===== config.mk =====
export PLATFORM = sky130hd
export DESIGN_NAME = split_phase_arbiter
export DESIGN_NICKNAME = d
export VERILOG_FILES = /design/src/rtl/arb_pkg.sv /design/src/rtl/arb_prio_pick.sv /design/src/rtl/arb_addr_fsm.sv /design/src/rtl/arb_order_queue.sv /design/src/rtl/split_phase_arbiter.sv
export SDC_FILE = /design/constraint.sdc
export NUM_CORES = 1
export LEC_CHECK = 0
export ABC_CLOCK_PERIOD_IN_PS = 4300
export BUFFER_PORTS_ARGS = -buffer_cell sky130_fd_sc_hd__buf_2
export CAP_MARGIN = 40
export CORE_AREA = 2 2 243 245
export DETAILED_ROUTE_END_ITERATION = 10
export DIE_AREA = 0 0 245 247
export GPL_TIMING_DRIVEN = 0
export MAX_ROUTING_LAYER = met4
export REMOVE_ABC_BUFFERS = 1
export SETUP_SLACK_MARGIN = 0.3
export SLEW_MARGIN = 20
export SYNTH_ARGS = -nofsm -noshare
export SYNTH_HDL_FRONTEND = slang
export SYNTH_SLANG_ARGS = --single-unit

===== constraint.sdc =====
create_clock -name clk -period 4.3 [get_ports clk]
set_input_delay 0.215 -clock clk [delete_from_list [all_inputs] [get_ports clk]]
set_output_delay 0.215 -clock clk [all_outputs]
set_load 0.1 [all_outputs]

===== src/rtl/arb_pkg.sv =====
package arb_pkg;

    // Address-side states of the arbiter.
    typedef enum logic [1:0] {
        ST_IDLE  = 2'd0,
        ST_ADDR  = 2'd1,
        ST_STALL = 2'd2
    } addr_state_e;

endpackage


===== src/rtl/arb_prio_pick.sv =====
// Fixed-priority picker: lowest index wins, or the top index (bus port)
// first when BUS_FIRST is set.
module arb_prio_pick #(
    parameter int NUM_REQ   = 5,
    parameter bit BUS_FIRST = 1'b0,
    localparam int IDX_W    = $clog2(NUM_REQ)
) (
    input  logic [NUM_REQ-1:0] req,
    output logic               any,
    output logic [IDX_W-1:0]   idx
);

    assign any = |req;

    generate
        if (BUS_FIRST) begin : g_bus_first
            always_comb begin
                idx = '0;
                for (int i = NUM_REQ - 2; i >= 0; i--) begin
                    if (req[i]) idx = IDX_W'(i);
                end
                if (req[NUM_REQ-1]) idx = IDX_W'(NUM_REQ - 1);
            end
        end else begin : g_chan_first
            always_comb begin
                idx = '0;
                for (int i = NUM_REQ - 1; i >= 0; i--) begin
                    if (req[i]) idx = IDX_W'(i);
                end
            end
        end
    endgenerate

endmodule


===== src/rtl/arb_addr_fsm.sv =====
// Address-phase state machine: grant, beat counting, overlap of the next
// decision with the last beat, and hold-off while the data queue is full.
module arb_addr_fsm
    import arb_pkg::*;
#(
    parameter int NUM_REQ   = 5,
    parameter int BEAT_W    = 4,
    parameter int Q_DEPTH   = 4,
    parameter bit BUS_FIRST = 1'b0,
    localparam int IDX_W    = $clog2(NUM_REQ),
    localparam int CNT_W    = $clog2(Q_DEPTH + 1)
) (
    input  logic                      clk,
    input  logic                      rst,
    input  logic [NUM_REQ-1:0]        req_valid,
    input  logic [NUM_REQ*BEAT_W-1:0] req_beats,
    input  logic                      ip_addr_ack,
    input  logic [CNT_W-1:0]          q_count,
    input  logic                      q_pop,
    output logic                      addr_active,
    output logic [IDX_W-1:0]          addr_owner,
    output logic [BEAT_W-1:0]         addr_beats,
    output logic                      push
);

    addr_state_e        state_q, state_d;
    logic [IDX_W-1:0]   owner_q, owner_d;
    logic [BEAT_W-1:0]  beats_q, beats_d;
    logic [BEAT_W-1:0]  cnt_q, cnt_d;

    logic [NUM_REQ-1:0] masked;
    logic               win_any;
    logic [IDX_W-1:0]   win_idx;
    logic [BEAT_W-1:0]  win_beats;
    logic               room_now, room_after, last_beat, grant;

    // The current owner is excluded from the overlapped decision.
    always_comb begin
        masked = req_valid;
        if (state_q == ST_ADDR) masked[owner_q] = 1'b0;
    end

    arb_prio_pick #(
        .NUM_REQ  (NUM_REQ),
        .BUS_FIRST(BUS_FIRST)
    ) u_pick (
        .req(masked),
        .any(win_any),
        .idx(win_idx)
    );

    assign win_beats  = req_beats[win_idx*BEAT_W +: BEAT_W];
    assign room_now   = (int'(q_count) < Q_DEPTH);
    assign room_after = ((int'(q_count) + 1 - int'(q_pop)) < Q_DEPTH);
    assign last_beat  = (state_q == ST_ADDR) && ip_addr_ack && (cnt_q == beats_q);

    // Next-state decision.
    always_comb begin
        state_d = state_q;
        owner_d = owner_q;
        beats_d = beats_q;
        cnt_d   = cnt_q;
        grant   = 1'b0;
        unique case (state_q)
            ST_IDLE: begin
                if (win_any) begin
                    if (room_now) grant = 1'b1;
                    else          state_d = ST_STALL;
                end
            end
            ST_STALL: begin
                if (!win_any)      state_d = ST_IDLE;
                else if (room_now) grant = 1'b1;
            end
            ST_ADDR: begin
                if (last_beat) begin
                    if (win_any && room_after) grant = 1'b1;
                    else if (win_any)          state_d = ST_STALL;
                    else                       state_d = ST_IDLE;
                end else if (ip_addr_ack) begin
                    cnt_d = cnt_q + BEAT_W'(1);
                end
            end
            default: state_d = ST_IDLE;
        endcase
        if (grant) begin
            state_d = ST_ADDR;
            owner_d = win_idx;
            beats_d = win_beats;
            cnt_d   = '0;
        end
    end

    // State register.
    always_ff @(posedge clk) begin
        if (rst) begin
            state_q <= ST_IDLE;
            owner_q <= '0;
            beats_q <= '0;
            cnt_q   <= '0;
        end else begin
            state_q <= state_d;
            owner_q <= owner_d;
            beats_q <= beats_d;
            cnt_q   <= cnt_d;
        end
    end

    // Outputs.
    always_comb begin
        addr_active = (state_q == ST_ADDR);
        addr_owner  = owner_q;
        addr_beats  = beats_q;
        push        = last_beat;
    end

endmodule


===== src/rtl/arb_order_queue.sv =====
// In-order queue of completed address phases; the head owns the data phase.
module arb_order_queue #(
    parameter int NUM_REQ = 5,
    parameter int BEAT_W  = 4,
    parameter int Q_DEPTH = 4,
    localparam int IDX_W  = $clog2(NUM_REQ),
    localparam int CNT_W  = $clog2(Q_DEPTH + 1),
    localparam int PTR_W  = (Q_DEPTH > 1) ? $clog2(Q_DEPTH) : 1
) (
    input  logic              clk,
    input  logic              rst,
    input  logic              push,
    input  logic [IDX_W-1:0]  push_owner,
    input  logic [BEAT_W-1:0] push_beats,
    input  logic              ip_data_ack,
    output logic              head_valid,
    output logic [IDX_W-1:0]  head_owner,
    output logic [CNT_W-1:0]  q_count,
    output logic              pop
);

    logic [IDX_W-1:0]  own_mem  [Q_DEPTH];
    logic [BEAT_W-1:0] beat_mem [Q_DEPTH];
    logic [PTR_W-1:0]  wr_ptr, rd_ptr;
    logic [BEAT_W-1:0] dcnt;

    function automatic logic [PTR_W-1:0] ptr_inc(input logic [PTR_W-1:0] p);
        return (int'(p) == Q_DEPTH - 1) ? '0 : p + PTR_W'(1);
    endfunction

    assign head_valid = (q_count != '0);
    assign head_owner = own_mem[rd_ptr];
    assign pop        = head_valid && ip_data_ack && (dcnt == beat_mem[rd_ptr]);

    always_ff @(posedge clk) begin
        if (rst) begin
            wr_ptr  <= '0;
            rd_ptr  <= '0;
            q_count <= '0;
            dcnt    <= '0;
        end else begin
            if (push) begin
                own_mem[wr_ptr]  <= push_owner;
                beat_mem[wr_ptr] <= push_beats;
                wr_ptr           <= ptr_inc(wr_ptr);
            end
            if (pop) begin
                rd_ptr <= ptr_inc(rd_ptr);
                dcnt   <= '0;
            end else if (head_valid && ip_data_ack) begin
                dcnt <= dcnt + BEAT_W'(1);
            end
            q_count <= q_count + CNT_W'(push) - CNT_W'(pop);
        end
    end

endmodule


===== src/rtl/split_phase_arbiter.sv =====
// Top: address-phase mux, data-phase mux/demux, acknowledge routing.
module split_phase_arbiter #(
    parameter int NUM_CHANNELS = 4,
    parameter int BEAT_W       = 4,
    parameter int ADDR_W       = 32,
    parameter int DATA_W       = 32,
    parameter int Q_DEPTH      = 4,
    parameter bit BUS_FIRST    = 1'b0,
    localparam int NUM_REQ     = NUM_CHANNELS + 1,
    localparam int IDX_W       = $clog2(NUM_REQ),
    localparam int CNT_W       = $clog2(Q_DEPTH + 1)
) (
    input  logic                      clk,
    input  logic                      rst,
    input  logic [NUM_REQ-1:0]        req_valid,
    input  logic [NUM_REQ-1:0]        req_rnw,
    input  logic [NUM_REQ-1:0]        req_burst,
    input  logic [NUM_REQ*BEAT_W-1:0] req_beats,
    input  logic [NUM_REQ*ADDR_W-1:0] req_addr,
    input  logic [NUM_REQ*DATA_W-1:0] req_wdata,
    output logic [NUM_REQ-1:0]        req_addr_ack,
    output logic [NUM_REQ-1:0]        req_data_ack,
    output logic [NUM_REQ*DATA_W-1:0] req_rdata,
    output logic                      ip_addr_valid,
    output logic                      ip_rnw,
    output logic                      ip_burst,
    output logic [BEAT_W-1:0]         ip_beats,
    output logic [ADDR_W-1:0]         ip_addr,
    input  logic                      ip_addr_ack,
    output logic [DATA_W-1:0]         ip_wdata,
    input  logic                      ip_data_ack,
    input  logic [DATA_W-1:0]         ip_rdata
);

    logic              addr_active;
    logic [IDX_W-1:0]  addr_owner;
    logic [BEAT_W-1:0] addr_beats;
    logic              fsm_push;
    logic              head_valid;
    logic [IDX_W-1:0]  data_owner;
    logic [CNT_W-1:0]  q_count;
    logic              q_pop;

    arb_addr_fsm #(
        .NUM_REQ  (NUM_REQ),
        .BEAT_W   (BEAT_W),
        .Q_DEPTH  (Q_DEPTH),
        .BUS_FIRST(BUS_FIRST)
    ) u_fsm (
        .clk        (clk),
        .rst        (rst),
        .req_valid  (req_valid),
        .req_beats  (req_beats),
        .ip_addr_ack(ip_addr_ack),
        .q_count    (q_count),
        .q_pop      (q_pop),
        .addr_active(addr_active),
        .addr_owner (addr_owner),
        .addr_beats (addr_beats),
        .push       (fsm_push)
    );

    arb_order_queue #(
        .NUM_REQ(NUM_REQ),
        .BEAT_W (BEAT_W),
        .Q_DEPTH(Q_DEPTH)
    ) u_queue (
        .clk        (clk),
        .rst        (rst),
        .push       (fsm_push),
        .push_owner (addr_owner),
        .push_beats (addr_beats),
        .ip_data_ack(ip_data_ack),
        .head_valid (head_valid),
        .head_owner (data_owner),
        .q_count    (q_count),
        .pop        (q_pop)
    );

    // Address-phase multiplexer.
    always_comb begin
        ip_addr_valid = addr_active;
        ip_beats      = addr_beats;
        if (addr_active) begin
            ip_rnw   = req_rnw[addr_owner];
            ip_burst = req_burst[addr_owner];
            ip_addr  = req_addr[addr_owner*ADDR_W +: ADDR_W];
        end else begin
            ip_rnw   = 1'b0;
            ip_burst = 1'b0;
            ip_addr  = '0;
        end
    end

    // Data-phase multiplexer for write data.
    assign ip_wdata = head_valid ? req_wdata[data_owner*DATA_W +: DATA_W] : '0;

    // Per-requester acknowledge and read-data demultiplexing.
    generate
        for (genvar g = 0; g < NUM_REQ; g++) begin : g_route
            logic is_addr_owner, is_data_owner;
            assign is_addr_owner   = addr_active && (addr_owner == IDX_W'(g));
            assign is_data_owner   = head_valid && (data_owner == IDX_W'(g));
            assign req_addr_ack[g] = is_addr_owner && ip_addr_ack;
            assign req_data_ack[g] = is_data_owner && ip_data_ack;
            assign req_rdata[g*DATA_W +: DATA_W] = is_data_owner ? ip_rdata : '0;
        end
    endgenerate

endmodule


==> metrics.md, run 1 <==
| Metric | Value |
|---|---|
| Ys async rst share | `0` |
| Total power | `0.00268 W` |
| # setup viols final | `0` |
| Die area | `60500 sq um` |
| Filler cell count | `6544` |
| Ys flop type | `edfxtp_1` |
| DR vias/cell | `3.85` |
| Fin crit period | `approximately 3.7 ns` |
| DR pass1 iterations | `4` |
| Worst setup SP type | `flip-flop` |
| First-pass GRT wire length | `50600 um` |
| CTS root buffer | `clkbuf_16` |
| Share of the synthesized area in the top cell type | `0.269` |
| Number of flops mapped to enable cells by yosys | `28` |
| Cell with the most instances after synthesis | `and2_1` |
| Highest Clock Rate | `272 MHz` |
| Tcrit/Tclk final | `0.854` |
| Layout area overhead | `73.0%` |
| Crit Path Category | `reg2out` |
| Cell row count | `a little under 90` |
| Final setup TNS | `0 ns` |
| Final nets | `around 1.6k` |
| Global route overflow | `0` |
| CTS Buffer Depth | `2` |
| Synth top cells by count | `170 x and2_1, 73 x mux4_2, 66 x a22o_1` |
| Final-report max-slew violation count | `0` |
| RePlAce Congestion | `0.913` |
| Dpl ws | `slightly above 0.06 ns` |
| Crit path max fanout | `12` |
| Share of cells above drive strength 1 | `0.629` |
| Ranking of synthesized cells by area | `mux4_2 27%, and2_1 17%, edfxtp_1 14%, a22o_1 9.5%, dfxtp_1 8.5%` |
| I/O pin cnt | `632` |
| Hold WC Path Type | `in2reg` |
| Worst path required time | `4.09 ns` |
| Unrepaired setup endpoints after global routing | `false` |
| Reg clk slew, reported paths | `~0.070 ns` |
| Worst EP arrival | `about 3.5 ns` |
| Yosys warns | `0` |
| Max Cap Viol | `0` |
| H-tree Lvls | `2` |
| Cell taking the most area after synthesis | `mux4_2` |
| Slew @ Worst Pin | `0.706 ns` |
| #FFs+latches synth | `54` |
| Placed Instances | `between 1.5k and 2k` |
| Die width | `about 250 um` |
| Starting DRT DRC Count | `331` |
| Synth Area per Inst | `10.3 sq um` |
| Post-Layout Cell Count | `1996` |
| Die Y | `247 um` |
| Hold Vio Cnt, Final | `0` |
| Initial cell density of the core | `0.105` |
| Syn Inst Count | `596` |
| Largest net degree at the start of global routing | `39` |
| Via count | `7677` |
| Drt wl/cell | `~20 um` |
| GRT Util Overall | `0.122` |
| CTS tree | `built` |
| Outcome | `finished clean` |
| Peak supply drop | `218 uV` |
| Total core area | `between 50000 and 60000 sq um` |
| CTS sink cnt | `54` |
| Clk_skew | `0.00938 ns` |
| Total Wirelength | `just under 40000 um` |
| CTS Buf Count | `5` |
| Final worst setup slack | `0.630 ns` |
| Crit. End Element | `output pin` |
| Post-route ant nets | `0` |
| Clk Latency, worst-skew pair | `0.30 ns` |
| Antenna violations before repair | `32` |
| Sequential share of the synthesized area | `0.223` |
| Hpwl dp | `around 34000 um` |
| Vias in the first global route | `7154` |
| Post-Syn Area | `6120 sq um` |
| Leakage | `5.21 nW` |
| PortBufs | `about 630` |
| Post-route DRC | `0` |
| Max-slew headroom | `0.529` |
| Post-synthesis cell type count | `53` |
| Pwr/cell area | `253 nW/um^2` |
[critical path: stages (launching register included)]
cell	delay [ns]
dfxtp_1	0.68
mux4_4	0.57
nor3_4	0.40
buf_4	0.26
buf_4	0.20
buf_4	0.19
buf_4	0.18
a22o_1	0.20
buf_2	0.45
[placed cells by master, fill, tap and decap left out, drive strengths merged, types with 2 or more instances in the layout]
master | Yosys | final
nor2b | 5 | 5
o31ai | 2 | 2
buf | 15 | 650
a211oi | 7 | 7
and2 | 170 | 170
clkbuf | 37 | 5
o31a | 2 | 2
o21a | 2 | 2
mux4 | 73 | 74
xnor2 | 8 | 8
nand2b | 3 | 3
ha | 14 | 14
nand4 | 4 | 4
diode | 0 | 20
o21ai | 6 | 6
dfxtp | 26 | 26
nor3 | 18 | 18
xor2 | 9 | 9
and3 | 4 | 4
inv | 9 | 11
nand3 | 8 | 8
mux2 | 6 | 6
mux2i | 4 | 4
edfxtp | 28 | 28
nor2 | 25 | 25
a21oi | 15 | 15
a22o | 66 | 66
nand2 | 14 | 14
[cells by family (layout without fill, tap and decap cells)]
group,Yosys count,count (layout),synth area share
flip-flops,54,54,0.223
adder cells (fa/ha/maj),15,15,0.0319
other,0,20,0
buffers and inverters,61,667,0.0413
AND/OR/NAND/NOR,257,257,0.248
multiplexers,83,84,0.286
XOR/XNOR,17,17,0.0243
AO/OA/AOI/OAI,109,109,0.146
[what timing repair did]
item,4_1_cts,5_1_grt
endpoints found under the setup margin,51,10
endpoints found under the hold margin,0,0
buffers inserted,1,0
gates cloned,1,0
resized for setup,3,2
hold buffers,0,0
[per-stage QoR]
| stage | instance area [sq um] | util | hold slack, ns |
|---|---|---|---|
| 6_report | 10600 | 0.182 | 0.212 |
| 3_3_place_gp | 10000 | 0.172 | 0.488 |
| 2_1_floorplan | 5900 | - | 0.280 |
| 5_1_grt | 10600 | 0.182 | 0.227 |
| 3_5_place_dp | 10300 | 0.177 | 0.494 |
| 4_1_cts | 10500 | 0.181 | 0.208 |
[area by class of cell]
| cell class | instances | area [sq um] | area share |
|---|---|---|---|
| multi-input combinational | 482 | 4590 | 0.434 |
| timing repair buffer | 650 | 3410 | 0.323 |
| sequential | 54 | 1370 | 0.130 |
| tap | 773 | 967 | 0.0914 |
| clock buffer | 5 | 125 | 0.0118 |
| antenna | 20 | 50.0 | 0.00473 |
| inverter | 9 | 33.8 | 0.00319 |
| clock inverter | 3 | 28.8 | 0.00272 |
[metal layers]
metal | routed length (um) | up-vias | GRT usage
li1 | - | 3498 | -
met1 | 12800 | 3603 | 0.112
met2 | 19800 | 504 | 0.216
met3 | 5340 | 72 | 0.0647
met4 | 1480 | 0 | 0.0407
met5 | 0 | - | -
[path summary, 6_finish.rpt]
check	from	endpoint	slack [ns]	cells past startpoint
min	req_beats[19]	u_fsm.addr_beats[3]	0.21	3
max	flip-flop	ip_wdata[3]	0.63	8
max reg2reg	flip-flop	u_fsm.addr_beats[3]	0.71	12
min reg2reg	u_queue.wr_ptr[1]	u_queue.wr_ptr[1]	0.50	2
[power by group]
part,switching (W),total [W],internal [W],leakage [nW]
Clock,0.000195,0.000418,0.000223,0.0764
Sequential,0.0000398,0.000607,0.000567,0.470
Combinational,0.00119,0.00166,0.000464,4.66
[flip-flops by register name, indices dropped and copies added (netlist names), named ones only]
register	cells
u_fsm.addr_owner	3
u_fsm.addr_beats	4
u_queue.rd_ptr	2
u_fsm.state_q	2
u_queue.q_count	3
u_queue.beat_mem	16
u_queue.dcnt	4
u_queue.own_mem	12
u_fsm.cnt_q	4
u_queue.wr_ptr	2
(Power assumes the default switching activity.)
==> run 2, diff against run 1 <==
--- a/config.mk
+++ b/config.mk
@@ -8,11 +8,14 @@
 export ABC_CLOCK_PERIOD_IN_PS = 4300
 export BUFFER_PORTS_ARGS = -buffer_cell sky130_fd_sc_hd__buf_2
 export CAP_MARGIN = 40
-export CORE_AREA = 2 2 243 245
+export CELL_PAD_IN_SITES_DETAIL_PLACEMENT = 1
+export CELL_PAD_IN_SITES_GLOBAL_PLACEMENT = 2
+export CORE_AREA = 2 2 244 246
 export DETAILED_ROUTE_END_ITERATION = 10
-export DIE_AREA = 0 0 245 247
+export DIE_AREA = 0 0 246 248
 export GPL_TIMING_DRIVEN = 0
 export MAX_ROUTING_LAYER = met4
+export PLACE_DENSITY_LB_ADDON = 0.1
 export REMOVE_ABC_BUFFERS = 1
 export SETUP_SLACK_MARGIN = 0.3
 export SLEW_MARGIN = 20
==> run 2 against run 1 <==
  * Global-route usage grew 3.8 points
  * Die area grew 0.81%
  * Non-clock buffer count grew 4
  * Clock power grew 12%
  * Routed wire length grew 29%
  * Register-to-register slack is essentially flat
  * Cell count grew 1.4%
  * Critical path type unchanged
  * First-iteration DRC count shrank 28%
  * Design area grew 1.2%
  * Core utilization grew 0.14 points
  * Flip-flop and latch count is the same
  * Sequential power grew 3%
==> metrics.md, run 2 (synthesized netlist as in run 1, its figures left out) <==
| Metric | Value |
|---|---|
| Commonest non-fill, non-tap cell in the layout | `buf_2` |
| Clk network pwr share | `0.170 (+0.014)` |
| Final setup TNS | `0 ns (unchanged)` |
| Filler cell count | `7012 (+7.2%)` |
| Worst EP arrival | `3.40 ns (-0.06 ns)` |
| Die area | `61000 sq um (+0.81%)` |
| Total core area | `58500 sq um (+0.38%)` |
| Reg clk slew, reported paths | `0.07 ns (about the same)` |
| CTS Buffer Depth | `2 (unchanged)` |
| Max Cap Viol | `0 (unchanged)` |
| First-pass GRT wire length | `65600 um (+30%)` |
| Post-route ant nets | `0 (unchanged)` |
| Final Cell Area | `10700 sq um (+1.2%)` |
| R2R setup slack | `0.70 ns (about the same)` |
| Die Y | `248 um (+0.40%)` |
| Pwr/cell area | `257 nW/um^2 (+1.4%)` |
| Biggest register | `u_queue.beat_mem` |
| RePlAce Congestion | `0.815 (-11%)` |
| Slew @ Worst Pin | `0.739 ns (+0.0330 ns)` |
| Final nets | `1612 (+0.25%)` |
| CTS tree | `built` |
| CP dominant cell by count | `buf_6` |
| Largest net degree at the start of global routing | `47 (+21%)` |
| Worst setup SP type | `flip-flop` |
| Clk_skew | `0.00775 ns (-0.00163 ns)` |
| Worst Hold Slack | `0.230 ns (+0.0180 ns)` |
| Total Wirelength | `51000 um (+29%)` |
| Max reg flops | `16 (unchanged)` |
| Outcome | `finished clean` |
| Tcrit/Tclk final | `0.841 (-0.0125)` |
| Peak supply drop | `132 uV (-40%)` |
| Placed Instances | `1968 (+0.10%)` |
| Hold-fix buffers at CTS | `0 (unchanged)` |
| Die width | `246 um (+0.41%)` |
| Initial cell density of the core | `0.105 (-0.000400)` |
| CP peak stage delay | `0.59 ns (-0.09 ns)` |
| Clk Latency, worst-skew pair | `0.29 ns (about the same)` |
| Final-report max-slew violation count | `0 (unchanged)` |
| Placed Area | `10400 sq um (+0.30%)` |
| Global route overflow | `0 (unchanged)` |
| Starting DRT DRC Count | `239 (-28%)` |
| Sequential share of power | `0.227 (about the same)` |
| Share of cells above drive strength 1 | `0.631 (+0.00206)` |
| PortBufs | `631 (unchanged)` |
| I/O pin cnt | `632 (unchanged)` |
| Drt wl/cell | `25.2 um (+28%)` |
| Hold Vio Cnt, Final | `0 (unchanged)` |
| Slowest CP cell | `mux4_2` |
| CTS Buf Count | `5 (unchanged)` |
| Layout area overhead | `75.0%` |
| Cell row count | `89 (unchanged)` |
| Unrepaired setup endpoints after global routing | `false` |
| Crit Path Category | `reg2out` |
| Crit path max fanout | `22 (+10)` |
| Pint | `0.00131 W (+4.3%)` |
| Max-slew headroom | `0.507 (-0.0220)` |
| Hold WC Path Type | `in2reg` |
| CTS sink cnt | `54 (unchanged)` |
| Commonest non-fill, non-tap cells in the layout | `631 x buf_2, 170 x and2_1, 73 x mux4_2` |
| GRT Util Overall | `0.160 (+0.0385)` |
| Via count | `7474 (-2.6%)` |
| Worst-path cell chain | `mux4_2 > buf_12 > nor3_4 > buf_4 > buf_6 > buf_6 > buf_6 > buf_4 > and2_1 > buf_2` |
| H-tree Lvls | `2 (unchanged)` |
| Hpwl dp | `44500 um (+30%)` |
| DR vias/cell | `3.69 (-3.9%)` |
| Post-Layout Cell Count | `2023 (+1.4%)` |
| # setup viols final | `0 (unchanged)` |
| Highest Clock Rate | `277 MHz (+1.5%)` |
| Leakage | `5.24 nW (+0.61%)` |
| Comb power frac | `0.603 (-0.015)` |
| Crit. End Element | `output pin` |
| Switching Share | `0.524 (-0.00779)` |
| Largest registers | `u_queue.beat_mem (16), u_queue.own_mem (12)` |
| Worst path required time | `4.09 ns (about the same)` |
| CTS root buffer | `clkbuf_16` |
| DR pass1 iterations | `4 (unchanged)` |
| Switch Pwr | `0.00144 W (+1.1%)` |
| Fin crit period | `3.62 ns (-0.0536 ns)` |
| Post-route DRC | `0 (unchanged)` |
| Antenna violations before repair | `53 (+66%)` |
| Total power | `0.00275 W (+2.6%)` |
| Vias in the first global route | `7679 (+7.3%)` |
==> run 2: stage by stage <==
step	util	setup WS, ns
floorplan	-	-1.36
global placement	0.171	-5.55
CTS	0.181	0.378
global route	0.183	0.322
finish	0.183	0.683
detailed placement	0.177	-0.107
==> run 2: path summary, 6_finish.rpt <==
path                        start                  end  depth (start not counted)
setup / recovery        flip-flop       req_rdata[141]                         10
hold / removal      req_beats[19]  u_fsm.addr_beats[3]                          3
setup reg to reg        flip-flop  u_fsm.addr_beats[3]                         12
hold reg to reg   u_queue.dcnt[1]      u_queue.dcnt[1]                          2
==> run 2: critical path, delay by kind of cell (launching register included) <==
| kind | cells | cell delay [ns] |
|---|---|---|
| buffers and inverters | 7 | 1.51 |
| muxes | 1 | 0.59 |
| DFF | 1 | 0.48 |
| and+or+nand+nor | 2 | 0.50 |
==> run 2: timing repair <==
item	CTS	global route
gates resized for setup	4	3
gates cloned	1	0
setup endpoints to repair	96	12
setup buffers	3	0
==> run 2: layout make-up <==
cell class	count	area, sq um	area share
multi-input combinational	482	4590	0.429
inverter	9	33.8	0.00316
tap	773	967	0.0904
clock inverter	3	42.5	0.00398
sequential	54	1370	0.128
clock buffer	5	125	0.0117
antenna	43	108	0.0101
timing repair buffer	654	3460	0.323
==> run 2: routing by layer <==
metal	GRT usage	vias to the layer above	part of all wire
met5	-	-	0
met4	0.0198	0	0.0053
met3	0.0879	17	0.13
met2	0.254	361	0.48
met1	0.182	3556	0.39
li1	-	3540	-
==> run 2: power groups by stage <==
stage          Combinational [W]  Sequential [W]  Clock [W]
6_report                 0.00166        0.000626   0.000467
5_1_grt                  0.00174        0.000634   0.000506
4_1_cts                  0.00168        0.000630   0.000489
3_5_place_dp             0.00167        0.000641          0
3_3_place_gp             0.00163        0.000661          0
2_1_floorplan            0.00112        0.000678          0
==> run 3, diff against run 2 <==
--- a/config.mk
+++ b/config.mk
@@ -5,7 +5,7 @@
 export SDC_FILE = /design/constraint.sdc
 export NUM_CORES = 1
 export LEC_CHECK = 0
-export ABC_CLOCK_PERIOD_IN_PS = 4300
+export ABC_CLOCK_PERIOD_IN_PS = 3270
 export BUFFER_PORTS_ARGS = -buffer_cell sky130_fd_sc_hd__buf_2
 export CAP_MARGIN = 40
 export CELL_PAD_IN_SITES_DETAIL_PLACEMENT = 1
==> constraint.sdc (replaced) <==
create_clock -name clk -period 3.27 [get_ports clk]
set_input_delay 0.1635 -clock clk [delete_from_list [all_inputs] [get_ports clk]]
set_output_delay 0.1635 -clock clk [all_outputs]
set_load 0.1 [all_outputs]
==> run 3 against run 2 <==
  * Clock skew barely moved
  * Hold slack got worse by 0.056 ns
  * Critical endpoint is now u_fsm.addr_beats[2]
  * Register-to-register slack lost 0.45 ns
  * Critical path type is now reg2reg
==> metrics.md, run 3 (synthesized netlist as in run 1, its figures left out) <==
| Metric | Value |
|---|---|
| Outcome | `finished clean` |
| DR vias/cell | `3.76 (+1.7%)` |
| Post-route DRC | `0 (unchanged)` |
| Worst path required time | `3.42 ns (-0.67 ns)` |
| R2R depth | `14 (+2)` |
| Switching Share | `0.509 (-0.0155)` |
| Final worst setup slack | `0.248 ns (-0.435 ns)` |
| Pint | `0.00190 W (+45%)` |
| Slew @ Worst Pin | `0.692 ns (-0.0472 ns)` |
| Final nets | `1670 (+3.6%)` |
| Total core area | `58500 sq um (unchanged)` |
| Initial cell density of the core | `0.105 (unchanged)` |
| Crit path max fanout | `7 (-68%)` |
| Crit. End Element | `flip-flop` |
| Tcrit/Tclk final | `0.924` |
| Antenna violations before repair | `53 (unchanged)` |
| I/O pin cnt | `632 (unchanged)` |
| Placed Instances | `1968 (unchanged)` |
| Die width | `246 um (unchanged)` |
| CTS tree | `built` |
| Max-slew headroom | `0.539 (+0.0315)` |
| Area occupied by multi-input gates | `4950 sq um (+7.7%)` |
| Highest Clock Rate | `331 MHz` |
| Reg clk slew, reported paths | `0.07 ns (about the same)` |
| CTS Buf Count | `5 (unchanged)` |
| Unrepaired setup endpoints after global routing | `true` |
| Post-Layout Cell Count | `2081 (+2.9%)` |
| Worst setup SP type | `flip-flop` |
| Peak supply drop | `184 uV (+40%)` |
| Worst EP arrival | `3.18 ns (-0.22 ns)` |
| Total power | `0.00386 W (+40%)` |
| Core Util, Final | `0.224 (+0.0406)` |
| CTS sink cnt | `54 (unchanged)` |
| CTS Buffer Depth | `2 (unchanged)` |
| Total Wirelength | `53200 um (+4.3%)` |
| Die Y | `248 um (unchanged)` |
| # setup viols final | `0 (unchanged)` |
| Largest registers | `u_queue.beat_mem (16), u_queue.own_mem (12)` |
| Hpwl dp | `44500 um (unchanged)` |
| First-pass GRT wire length | `67400 um (+2.7%)` |
| Pwr/cell area | `295 nW/um^2 (+15%)` |
| Drt wl/cell | `25.5 um (+1.4%)` |
| Biggest register | `u_queue.beat_mem` |
| Fin crit period | `3.02 ns` |
| Post-route ant nets | `0 (unchanged)` |
| Starting DRT DRC Count | `240 (+0.42%)` |
| Clk Latency, worst-skew pair | `0.29 ns (about the same)` |
| Dpl ws | `-1.14 ns (-1.03 ns)` |
| Cell row count | `89 (unchanged)` |
| Register area | `1370 sq um (unchanged)` |
| Largest net degree at the start of global routing | `47 (unchanged)` |
| Leakage | `5.91 nW (+13%)` |
| PortBufs | `631 (unchanged)` |
| Final-report max-slew violation count | `0 (unchanged)` |
| H-tree Lvls | `2 (unchanged)` |
| GRT Util Overall | `0.165 (+0.00428)` |
| Clk_skew | `0.00811 ns (+0.000364 ns)` |
| Crit Path Category | `reg2reg` |
| Max reg flops | `16 (unchanged)` |
| Hold WC Path Type | `in2reg` |
| Layout area overhead | `114%` |
| Vias in the first global route | `7908 (+3.0%)` |
| DR pass1 iterations | `4 (unchanged)` |
| Filler cell count | `6791 (-3.2%)` |
| RePlAce Congestion | `0.815 (unchanged)` |
| Commonest non-fill, non-tap cell in the layout | `buf_2` |
| Max Cap Viol | `0 (unchanged)` |
| Sequential share of power | `0.215 (-0.012)` |
| Switch Pwr | `0.00196 W (+36%)` |
| Via count | `7821 (+4.6%)` |
| Share of cells above drive strength 1 | `0.718 (+0.0865)` |
| Global route overflow | `0 (unchanged)` |
| Comb power frac | `0.626 (+0.023)` |
| Hold Vio Cnt, Final | `0 (unchanged)` |
| Clk network pwr share | `0.160 (-0.010)` |
| Commonest non-fill, non-tap cells in the layout | `479 x buf_2, 105 x and2_1, 100 x buf_4` |
| CTS root buffer | `clkbuf_16` |
| Final setup TNS | `0 ns (unchanged)` |
| Hold depth | `3 (unchanged)` |
| Die area | `61000 sq um (unchanged)` |
run 3: cell types whose count changed in the layout (fill, tap and decap cells not counted), sizes merged:
cell	delta
clkbuf	+19
bufbuf	+1
and3	+1
buf	+37
run 3: timing repair:
item / CTS / global route
gates resized for setup: 311 / 232
pin swaps: 18 / 20
hold buffers: 0 / 0
gates cloned: 4 / 6
setup buffers: 29 / 23
endpoints found under the setup margin: 214 / 214
run 3: path summary, 6_finish.rpt:
kind | from | endpoint | slack [ns]
hold reg to reg | u_queue.wr_ptr[1] | u_queue.wr_ptr[1] | 0.53
setup / recovery | flip-flop | u_fsm.addr_beats[2] | 0.25
hold / removal | req_beats[19] | u_fsm.addr_beats[3] | 0.17
setup reg to reg | flip-flop | u_fsm.addr_beats[2] | 0.25
run 3: final cells by class:
type	count	share of cell area
repair buffers	711	0.419
multi-input cells	483	0.379
flip-flops and latches	54	0.105
well taps	773	0.0740
clock buffers	5	0.00957
diodes	43	0.00823
clock inverters	3	0.00325
inverters	9	0.00258
run 3: power by group through the flow:
| stage | registers [W] | logic (W) | clock network, W |
|---|---|---|---|
| 6_report | 0.000829 | 0.00241 | 0.000615 |
| 5_1_grt | 0.000840 | 0.00252 | 0.000667 |
| 4_1_cts | 0.000828 | 0.00232 | 0.000643 |
| 3_5_place_dp | 0.000843 | 0.00220 | 0 |
| 3_3_place_gp | 0.000869 | 0.00214 | 0 |
| 2_1_floorplan | 0.000891 | 0.00147 | 0 |
run 3: critical path, stage by stage, from the launching register on:
cell and delay [ns]:
dfxtp_4 0.41, buf_6 0.11, mux4_2 0.52, xor2_2 0.18
nor3_4 0.20, ha_2 0.20, nor2b_4 0.14, nor2b_4 0.16
ha_4 0.21, a21oi_4 0.20, buf_6 0.14, o22ai_4 0.06
buf_12 0.16, a21oi_4 0.13, a211oi_2 0.05
run 3: through the flow:
step | hold slack [ns] | cell area, sq um
finish | 0.174 | 13100
global route | 0.177 | 13100
CTS | 0.168 | 11900
detailed placement | 0.484 | 10400
global placement | 0.471 | 10000
floorplan | 0.228 | 5900
run 3: metal layers:
metal | track usage | vias to the layer above | share of wire
li1 | - | 3658 | -
met1 | 0.184 | 3779 | 0.38
met2 | 0.265 | 367 | 0.49
met3 | 0.0888 | 17 | 0.13
met4 | 0.0228 | 0 | 0.0055
met5 | - | - | 0
